[config.mk]
export PLATFORM = sky130hd
export DESIGN_NAME = rts_hold_limiter
export DESIGN_NICKNAME = d
export VERILOG_FILES = /design/src/rtl/rts_limit_pkg.sv /design/src/rtl/rts_sync.sv /design/src/rtl/rts_interval_timer.sv /design/src/rtl/rts_lockout_fsm.sv /design/src/rtl/rts_hold_limiter.sv
export SDC_FILE = /design/constraint.sdc
export NUM_CORES = 1
export LEC_CHECK = 0
export BUFFER_PORTS_ARGS = -buffer_cell sky130_fd_sc_hd__buf_2
export CORE_MARGIN = 8
export CORE_UTILIZATION = 50
export DETAILED_ROUTE_END_ITERATION = 6
export GPL_ROUTABILITY_DRIVEN = 0
export PLACE_DENSITY = 0.67
export SYNTH_ARGS = -nofsm -noshare
export SYNTH_HDL_FRONTEND = slang
export SYNTH_SLANG_ARGS = --single-unit
[constraint.sdc]
create_clock -name clk -period 8.4 [get_ports clk]
set_clock_uncertainty 0.05 [all_clocks]
set_input_delay 0.42 -clock clk [delete_from_list [all_inputs] [get_ports clk]]
set_output_delay 0.42 -clock clk [all_outputs]
set_load 0.01 [all_outputs]
[src/rtl/rts_limit_pkg.sv]
package rts_limit_pkg;

  typedef enum logic [1:0] {
    ST_IDLE = 2'd0,
    ST_OPEN = 2'd1,
    ST_LOCK = 2'd2
  } hold_state_e;

  // Interval length in clock cycles from a frequency and a time in ms.
  function automatic int unsigned ms_to_cycles(input int unsigned hz,
                                               input int unsigned ms);
    longint unsigned prod;
    prod = (longint'(hz) * longint'(ms)) / 64'd1000;
    return 32'(prod);
  endfunction

  // Counter width able to reach the larger of two limits.
  function automatic int unsigned count_bits(input int unsigned a,
                                             input int unsigned b);
    int unsigned top;
    top = (a > b) ? a : b;
    return (top < 2) ? 1 : $clog2(top + 1);
  endfunction

  // True when one more counted cycle reaches the limit.
  function automatic logic step_hits(input logic [31:0] cur,
                                     input logic [31:0] lim);
    return (cur + 32'd1) >= lim;
  endfunction

endpackage

[src/rtl/rts_sync.sv]
module rts_sync #(
  parameter int unsigned STAGES = 2
) (
  input  logic clk,
  input  logic rst_n,
  input  logic d_async,
  output logic q_sync
);

  logic [STAGES-1:0] chain;

  always_ff @(posedge clk or negedge rst_n) begin
    if (!rst_n) chain <= '0;
    else        chain <= {chain[STAGES-2:0], d_async};
  end

  assign q_sync = chain[STAGES-1];


  sync_latency_chk: assert property (@(posedge clk) disable iff (!rst_n)
    chain[STAGES-1] == $past(chain[STAGES-2]));

endmodule

[src/rtl/rts_interval_timer.sv]
module rts_interval_timer #(
  parameter int unsigned CW = 8
) (
  input  logic          clk,
  input  logic          rst_n,
  input  logic          clr,
  input  logic          inc,
  output logic [CW-1:0] cnt
);

  always_ff @(posedge clk or negedge rst_n) begin
    if (!rst_n)   cnt <= '0;
    else if (clr) cnt <= '0;
    else if (inc) cnt <= cnt + 1'b1;
  end


  no_overflow_chk: assert property (@(posedge clk) disable iff (!rst_n)
    (inc && !clr) |-> (cnt != {CW{1'b1}}));

endmodule

[src/rtl/rts_lockout_fsm.sv]
module rts_lockout_fsm
  import rts_limit_pkg::*;
#(
  parameter int unsigned HOLD  = 8,
  parameter int unsigned QUIET = 8,
  parameter int unsigned CW    = 4
) (
  input  logic          clk,
  input  logic          rst_n,
  input  logic          en,
  input  logic          rts_s,
  input  logic [CW-1:0] cnt,
  output hold_state_e   state,
  output logic          tmr_clr,
  output logic          tmr_inc,
  output logic          locked,
  output logic          hold_expire,
  output logic          quiet_done
);

  hold_state_e state_nx;
  logic [31:0] cnt32;

  assign cnt32 = 32'(cnt);

  // Internal events, named for the checks below.
  always_comb begin
    hold_expire = 1'b0;
    if (en && rts_s) begin
      if (state == ST_IDLE)      hold_expire = (HOLD <= 1);
      else if (state == ST_OPEN) hold_expire = step_hits(cnt32, HOLD);
    end
  end

  assign quiet_done = en && (state == ST_LOCK) && !rts_s
                      && step_hits(cnt32, QUIET);

  always_comb begin
    state_nx = state;
    tmr_clr  = 1'b0;
    tmr_inc  = 1'b0;
    if (!en) begin
      state_nx = ST_IDLE;
      tmr_clr  = 1'b1;
    end else begin
      unique case (state)
        ST_IDLE: begin
          if (rts_s && hold_expire) begin
            state_nx = ST_LOCK;
            tmr_clr  = 1'b1;
          end else if (rts_s) begin
            state_nx = ST_OPEN;
            tmr_inc  = 1'b1;
          end else begin
            tmr_clr  = 1'b1;
          end
        end
        ST_OPEN: begin
          if (!rts_s) begin
            state_nx = ST_IDLE;
            tmr_clr  = 1'b1;
          end else if (hold_expire) begin
            state_nx = ST_LOCK;
            tmr_clr  = 1'b1;
          end else begin
            tmr_inc  = 1'b1;
          end
        end
        ST_LOCK: begin
          if (rts_s) begin
            tmr_clr  = 1'b1;
          end else if (quiet_done) begin
            state_nx = ST_IDLE;
            tmr_clr  = 1'b1;
          end else begin
            tmr_inc  = 1'b1;
          end
        end
        default: begin
          state_nx = ST_IDLE;
          tmr_clr  = 1'b1;
        end
      endcase
    end
  end

  always_ff @(posedge clk or negedge rst_n) begin
    if (!rst_n) state <= ST_IDLE;
    else        state <= state_nx;
  end

  assign locked = (state == ST_LOCK);


  open_expire_chk: assert property (@(posedge clk) disable iff (!rst_n)
    (en && rts_s && state == ST_OPEN && cnt == CW'(HOLD - 1))
      |=> (state == ST_LOCK));


  drop_restart_chk: assert property (@(posedge clk) disable iff (!rst_n)
    (en && !rts_s && state == ST_OPEN) |=> (state == ST_IDLE && cnt == '0));


  quiet_hold_chk: assert property (@(posedge clk) disable iff (!rst_n)
    (en && rts_s && state == ST_LOCK) |=> (state == ST_LOCK && cnt == '0));


  strap_idle_chk: assert property (@(posedge clk) disable iff (!rst_n)
    !en |=> (state == ST_IDLE && cnt == '0));

endmodule

[src/rtl/rts_hold_limiter.sv]
module rts_hold_limiter
  import rts_limit_pkg::*;
#(
  parameter int unsigned CLK_HZ      = 50_000_000,
  parameter int unsigned HOLD_MS     = 2000,
  parameter int unsigned QUIET_MS    = 2000,
  parameter int unsigned SYNC_STAGES = 2
) (
  input  logic clk,
  input  logic rst_n,
  input  logic limit_en,
  input  logic rts_in,
  input  logic txd_in,
  output logic cts_out,
  output logic rdcd_out,
  output logic txd_out
);

  localparam int unsigned HOLD_CYC  = ms_to_cycles(CLK_HZ, HOLD_MS);
  localparam int unsigned QUIET_CYC = ms_to_cycles(CLK_HZ, QUIET_MS);
  localparam int unsigned CW        = count_bits(HOLD_CYC, QUIET_CYC);

  logic          rts_s;
  logic [CW-1:0] tmr_cnt;
  logic          tmr_clr;
  logic          tmr_inc;
  logic          locked;
  logic          hold_expire;
  logic          quiet_done;
  logic          blocked;
  hold_state_e   state;

  rts_sync #(.STAGES(SYNC_STAGES)) u_sync (
    .clk     (clk),
    .rst_n   (rst_n),
    .d_async (rts_in),
    .q_sync  (rts_s)
  );

  rts_interval_timer #(.CW(CW)) u_timer (
    .clk   (clk),
    .rst_n (rst_n),
    .clr   (tmr_clr),
    .inc   (tmr_inc),
    .cnt   (tmr_cnt)
  );

  rts_lockout_fsm #(
    .HOLD  (HOLD_CYC),
    .QUIET (QUIET_CYC),
    .CW    (CW)
  ) u_fsm (
    .clk         (clk),
    .rst_n       (rst_n),
    .en          (limit_en),
    .rts_s       (rts_s),
    .cnt         (tmr_cnt),
    .state       (state),
    .tmr_clr     (tmr_clr),
    .tmr_inc     (tmr_inc),
    .locked      (locked),
    .hold_expire (hold_expire),
    .quiet_done  (quiet_done)
  );

  assign blocked  = limit_en && locked;
  assign cts_out  = rts_s && !blocked;
  assign rdcd_out = rts_s && !blocked;
  assign txd_out  = blocked ? 1'b1 : txd_in;


  lock_mark_chk: assert property (@(posedge clk) disable iff (!rst_n)
    (limit_en && $past(limit_en) && $fell(cts_out) && rts_s) |-> txd_out);


  expire_drop_chk: assert property (@(posedge clk) disable iff (!rst_n)
    (limit_en && hold_expire) |=> (limit_en -> !cts_out));


  release_open_chk: assert property (@(posedge clk) disable iff (!rst_n)
    quiet_done |=> (state == ST_IDLE));

endmodule

; Word level (Yosys, flattened, before mapping)
; Index checks and enable logic that the tools add are counted.
[word_totals]
ff_bits = 31
in_bits = 5
out_inout_bits = 3
[op_classes]
addsub = 2
order_cmp = 1
n_eq_ne = 6
mux = 30
n_reduce_logical = 11
[ops]
columns = cell, n
row1 = $mux W27, 2
row2 = $ge A32 B27 Y1 const B, 1
row3 = $add A27 B1 Y28 const B, 1
row4 = $add A27 B1 Y27 const B, 1
row5 = $mux W1, 18
row6 = $mux W2, 7
row7 = $logic_and A1 B1 Y1, 6
row8 = $pmux W1 S3, 2
row9 = $pmux W2 S3, 1
row10 = $ne A4 B3 Y1 const B, 1
row11 = $ne A4 B4 Y1 const B, 1
row12 = $reduce_and A4 Y1, 1
row13 = $ne A3 B2 Y1 const B, 1
row14 = $ne A3 B3 Y1 const B, 1
row15 = $eq A2 B1 Y1 const B, 1
row16 = $eq A2 B2 Y1 const B, 1
row17 = $logic_not A1 Y1, 2
row18 = $logic_not A2 Y1, 1
row19 = $reduce_bool A2 Y1, 1

; Longest topological paths before layout
[depth]
ltp_word = 11
ltp_mapped = 11

; By module
; A second synthesis with hierarchy kept.
[unflattened]
hier_cells = 171
area_unflattened_um2 = 1670.4
[by_module_without_submodules]
columns = mod, instances, cells_per_inst, area_each_um2, seq_area_each_um2
row1 = rts_interval_timer, 1, 139, 1372.6, 675.6
row2 = rts_lockout_fsm, 1, 27, 225.2, 50.0
row3 = rts_sync, 1, 2, 50.0, 50.0
row4 = rts_hold_limiter, 1, 3, 22.5, 0.0

; Least setup slack after synthesis
; Ideal clock, no wire load.
[synth_timing]
path_type = reg-to-reg
start = reg u_timer.cnt[11]
end = reg u_timer.cnt[8]
setup_ns = 0.119
arrival_time_ns = 2.576
required_ns = 8.231
path_slack_ns = 5.655
stages_incl_launch_ff = 12
path_buffers = 2
period_less_slack_ns = 2.745
path_cell_list = dfrtp_1 > nand4_2 > or2_1 > buf_2 > or4_1 > a211oi_2 > nand4_2 > nand2_1 > a21oi_2 > o21ai_4 > buf_4 > o21ba_1
[synth_between]
elab_chain_len = 10
word_cells_on_any_way = 23
classes_between = 1 x add/sub / 1 x order compare / 18 x mux / 3 x reduce/logical
[synth_rtl]
columns = element, line
row1 = start: declaration, rts_interval_timer.sv:8  ; output logic [CW-1:0] cnt
row2 = start signal: assignment, rts_interval_timer.sv:14  ; else if (inc) cnt <= cnt + 1'b1;
row3 = $add A27 B1 Y28 (*), rts_limit_pkg.sv:28  ; return (cur + 32'd1) >= lim;
row4 = $ge A32 B27 Y1 (*), rts_limit_pkg.sv:28
row5 = $mux W1, rts_lockout_fsm.sv:31  ; else if (state == ST_OPEN) hold_expire = step_hits(cnt32, HOLD);
row6 = $mux W1, rts_lockout_fsm.sv:30  ; if (state == ST_IDLE) hold_expire = (HOLD <= 1);
row7 = $mux W1, rts_lockout_fsm.sv:29  ; if (en && rts_s) begin
row8 = $mux W1 or $logic_and A1 B1 Y1 (tied branches), "rts_lockout_fsm.sv:62, rts_lockout_fsm.sv:48"
row9 = $mux W1 (on tied branches), "rts_lockout_fsm.sv:59, rts_lockout_fsm.sv:48"
row10 = $pmux W1 S3, rts_lockout_fsm.sv:46  ; unique case (state)
row11 = $mux W1, rts_lockout_fsm.sv:42  ; if (!en) begin
row12 = $mux W27 or $reduce_bool A2 Y1 (tied branches), -
; Every way passes the cells marked *; elsewhere a longest branch is shown, timed or not.
; A chain may end at the register's enable or synchronous reset.

; Final worst setup path
[layout_timing]
start = reg u_timer.cnt[0]
end = reg u_timer.cnt[8]
[layout_between]
elab_chain_len = 10
word_cells_on_any_way = 25
classes_between = 2 x add/sub / 1 x order compare / 19 x mux / 3 x reduce/logical
[layout_rtl]
columns = element, line
row1 = $add A27 B1 Y28, rts_limit_pkg.sv:28
row2 = $ge A32 B27 Y1, rts_limit_pkg.sv:28
row3 = $mux W1, rts_lockout_fsm.sv:31
row4 = $mux W1, rts_lockout_fsm.sv:30
row5 = $mux W1, rts_lockout_fsm.sv:29
row6 = $mux W1 or $logic_and A1 B1 Y1 (tied branches), "rts_lockout_fsm.sv:62, rts_lockout_fsm.sv:48"
row7 = $mux W1 (on tied branches), "rts_lockout_fsm.sv:59, rts_lockout_fsm.sv:48"
row8 = $pmux W1 S3, rts_lockout_fsm.sv:46
row9 = $mux W1, rts_lockout_fsm.sv:42
row10 = $mux W27 or $reduce_bool A2 Y1 (tied branches), -
; Several ways; a longest one is shown, not always the timed one. The select of a mux whose other input is x is not followed.

==> impl_metrics.yaml <==
outcome:
  outcome: "finished clean"
floorplan:
  die_h_um: 79.83
  start_util_pct: 51.29
  row_count: 23
  die_w_um: 79.83
  ioPinCount: 8
  placeableCoreArea_mm2: 0.003971
  die_area_mm2: 0.006372
detailed_routing:
  vias: 1688
  vias_per_cell: 6.029
  post-route-drc-count: 0
  drt_iter0_markers: 65
  ant_nets: 0
  drt_first_pass_iters: 4
  drt_wl_total_mm: 4.243
  wl_per_cell_um: 15.15
clocking:
  path_clk_slew_ps: 60
  h-tree-depth: 2
  cts-buffers-inserted: 5
  ctsHoldBuffers: 0
  clockRootBuffer: "clkbuf_8"
  ctsResizeCount: 0
  postCtsSetupRepairBufs: 0
  cts_tree: "yes"
  cts_buffer_depth: 2
  clkLatencyLatePin_ps: 280
  cts.sinks: 31
grt:
  overflow: 0
  grt_pass1_wl_mm: 7.231
  grt_max_degree: 32
  antenna_found_initial: 0
  grt_pass1_vias: 1572
  track_usage_pct: 14.38
synthesis:
  synth.distinct_cells: 50
  synthArstFlopShare_pct: 100.0
  yosysWarnings: 0
  syn_area_mm2: 0.002037
  ys_seq_elements: 31
  ys_seq_area_share_pct: 38.08
  synthCells: 225
  ys.flop_type: "dfrtp_1"
  synth_area_per_cell_um2: 9.053
  syn_nets: 231
  synth_edf_count: 0
timing:
  tightestPinTransition_ps: 970.0
  fmax_ghz: 0.2889
  drv_slew: 0
  min_period_ps: 3462
  slew_headroom_pct: 35.33
  period_share_pct: 41.21
  tns_ps: 0
  final_hold_viol_count: 0
  setup_viol: 0
  rsz0062_at_grt: "false"
setup_path:
  path_buf_inv: 0
  crit_chain: "ha_1, nand3_1, nor3_1, and4_1, o21ai_0, a31oi_4, a21oi_2, o22ai_1, a21boi_1, o21ba_1"
  arrival_ps: 3590
  worst-r2r-cell-count: 10
  critPathCaptureType: "flip-flop"
  critPathKind: "flip-flop to flip-flop"
  worstPathRequired_ps: 8520
  r2r_slack_ps: 4940
  slowest_delay_ps: 760
  worstSetupStartpointType: "flip-flop"
  cp_max_fo: 11
  timing.rr.end: "u_timer.cnt[8]$_DFFE_PN0P_"
  critPathSlowestCell: "o22ai_1"
  r2r-start: "u_timer.cnt[0]$_DFFE_PN0P_"
  critPathTopFamily: "compound AO/OA/AOI/OAI gates"
layout:
  layout_common_cells: "dfrtp_1 (31), nand2_1 (19), a21oi_1 (18)"
  final_cell_area_mm2: 0.002187
  fin_nets: 235
  area_delta_synth_final_pct: 7.371
  finalNonFillerCells: 280
  final_common_cell: "dfrtp_1"
  num_antenna_cells: 0
  drive_above_1_share_pct: 12.17
power:
  p_leak_uw: 0.0009216
  powerDensity_mw_per_mm2: 148.5
  ir_drop_mv: 0.1145
hold_path:
  hp-class: "input pin to asynchronous set/reset pin"
placement:
  port_buffers: 7
  hpwl_mm: 2.956
  dp.cells: 272
  dpl_cell_area_mm2: 0.002069
flow_run:
  drv_cap: 0
-- kinds of logic after synthesis --
family | after synthesis | share of synthesized area, %
simple gates | 102 | 28.69
compound gates | 67 | 24.88
flops | 31 | 38.08
buf+inv | 16 | 4.300
xor+xnor | 8 | 3.440
fa+ha+maj | 1 | 0.6142
-- where the power goes --
group	total [µW]	switching, µW	internal (µW)
clock	151	54.9	95.9
sequential	156	3.59	152
combinational	18.3	12.2	6.14
total	325	70.6	254
-- per-layer routing --
layer  routed length, µm  global-route usage, %  vias up
li1                    -                      -      851
met1                1948                  17.65      795
met2                2030                  22.98       35
met3                 198                  4.279        7
met4                  66                  5.818        0
met5                   0                      0        -
-- worst max-delay path by stage --
stage | cells after the start | slack, ps | end | from
global placement | 10 | 4990 | u_timer.cnt[2]$_DFFE_PN0P_ | u_timer.cnt[0]$_DFFE_PN0P_
floorplan | 11 | 5650 | u_timer.cnt[8]$_DFFE_PN0P_ | u_timer.cnt[11]$_DFFE_PN0P_
finish | 10 | 4940 | u_timer.cnt[8]$_DFFE_PN0P_ | u_timer.cnt[0]$_DFFE_PN0P_
global route | 10 | 4620 | u_timer.cnt[4]$_DFFE_PN0P_ | u_timer.cnt[0]$_DFFE_PN0P_
detailed placement | 10 | 4940 | u_timer.cnt[4]$_DFFE_PN0P_ | u_timer.cnt[0]$_DFFE_PN0P_
CTS | 10 | 4920 | u_timer.cnt[4]$_DFFE_PN0P_ | u_timer.cnt[0]$_DFFE_PN0P_
-- layout make-up --
class	instances	area (µm²)
Clock inverter	2	35.03
Tap cell	50	62.56
Fill cell	372	1784
Inverter	6	22.52
Timing Repair Buffer	7	35.03
Sequential cell	31	775.7
Clock buffer	6	82.58
Multi-Input combinational cell	178	1174
-- state kept, by name (all words and copies together), names as in the netlist --
register,count
u_fsm.state,2
u_sync.chain,2
u_timer.cnt,27
-- cell usage after synthesis, types with 3 or more instances --
cell / instances / area, µm²
xnor2_1: 7 / 61.31
nor4_1: 9 / 56.30
dfrtp_1: 31 / 775.7
nand4_1: 7 / 43.79
o31ai_1: 4 / 30.03
buf_2: 4 / 20.02
o21ba_1: 9 / 90.09
o21a_1: 3 / 22.52
nor2_1: 14 / 52.55
a21boi_1: 4 / 30.03
or4_1: 4 / 30.03
nand2_1: 19 / 71.32
nand3_1: 12 / 60.06
a21oi_1: 18 / 90.09
o21ai_0: 7 / 35.03
inv_1: 6 / 22.52
a21oi_2: 3 / 26.28
nor3_1: 10 / 50.05
nand2b_1: 3 / 18.77
and4_1: 3 / 26.28
or3_1: 6 / 37.54
nand4_2: 3 / 37.54
-- per-stage QoR --
stage	hold WS (ps)	util (%)	total power, µW	worst slack (ps)
6_report	136.4	55.07	324.9	4938
5_1_grt	172.7	55.07	338.3	4620
4_1_cts	158.4	55.07	330.0	4915
3_5_place_dp	299.8	52.11	177.3	4940
3_3_place_gp	281.6	52.11	176.9	4992
2_1_floorplan	74.41	-	170.7	5655
-- worst reg2reg max path, delay by kind of cell (launching register included) --
kind | cells | cell delay, ps
AO/OA/AOI/OAI | 6 | 1610
flip-flops | 1 | 420
AND/OR/NAND/NOR | 3 | 1060
adder cells (fa/ha/maj) | 1 | 230
No activity file was read; power rests on OpenSTA's default activity.
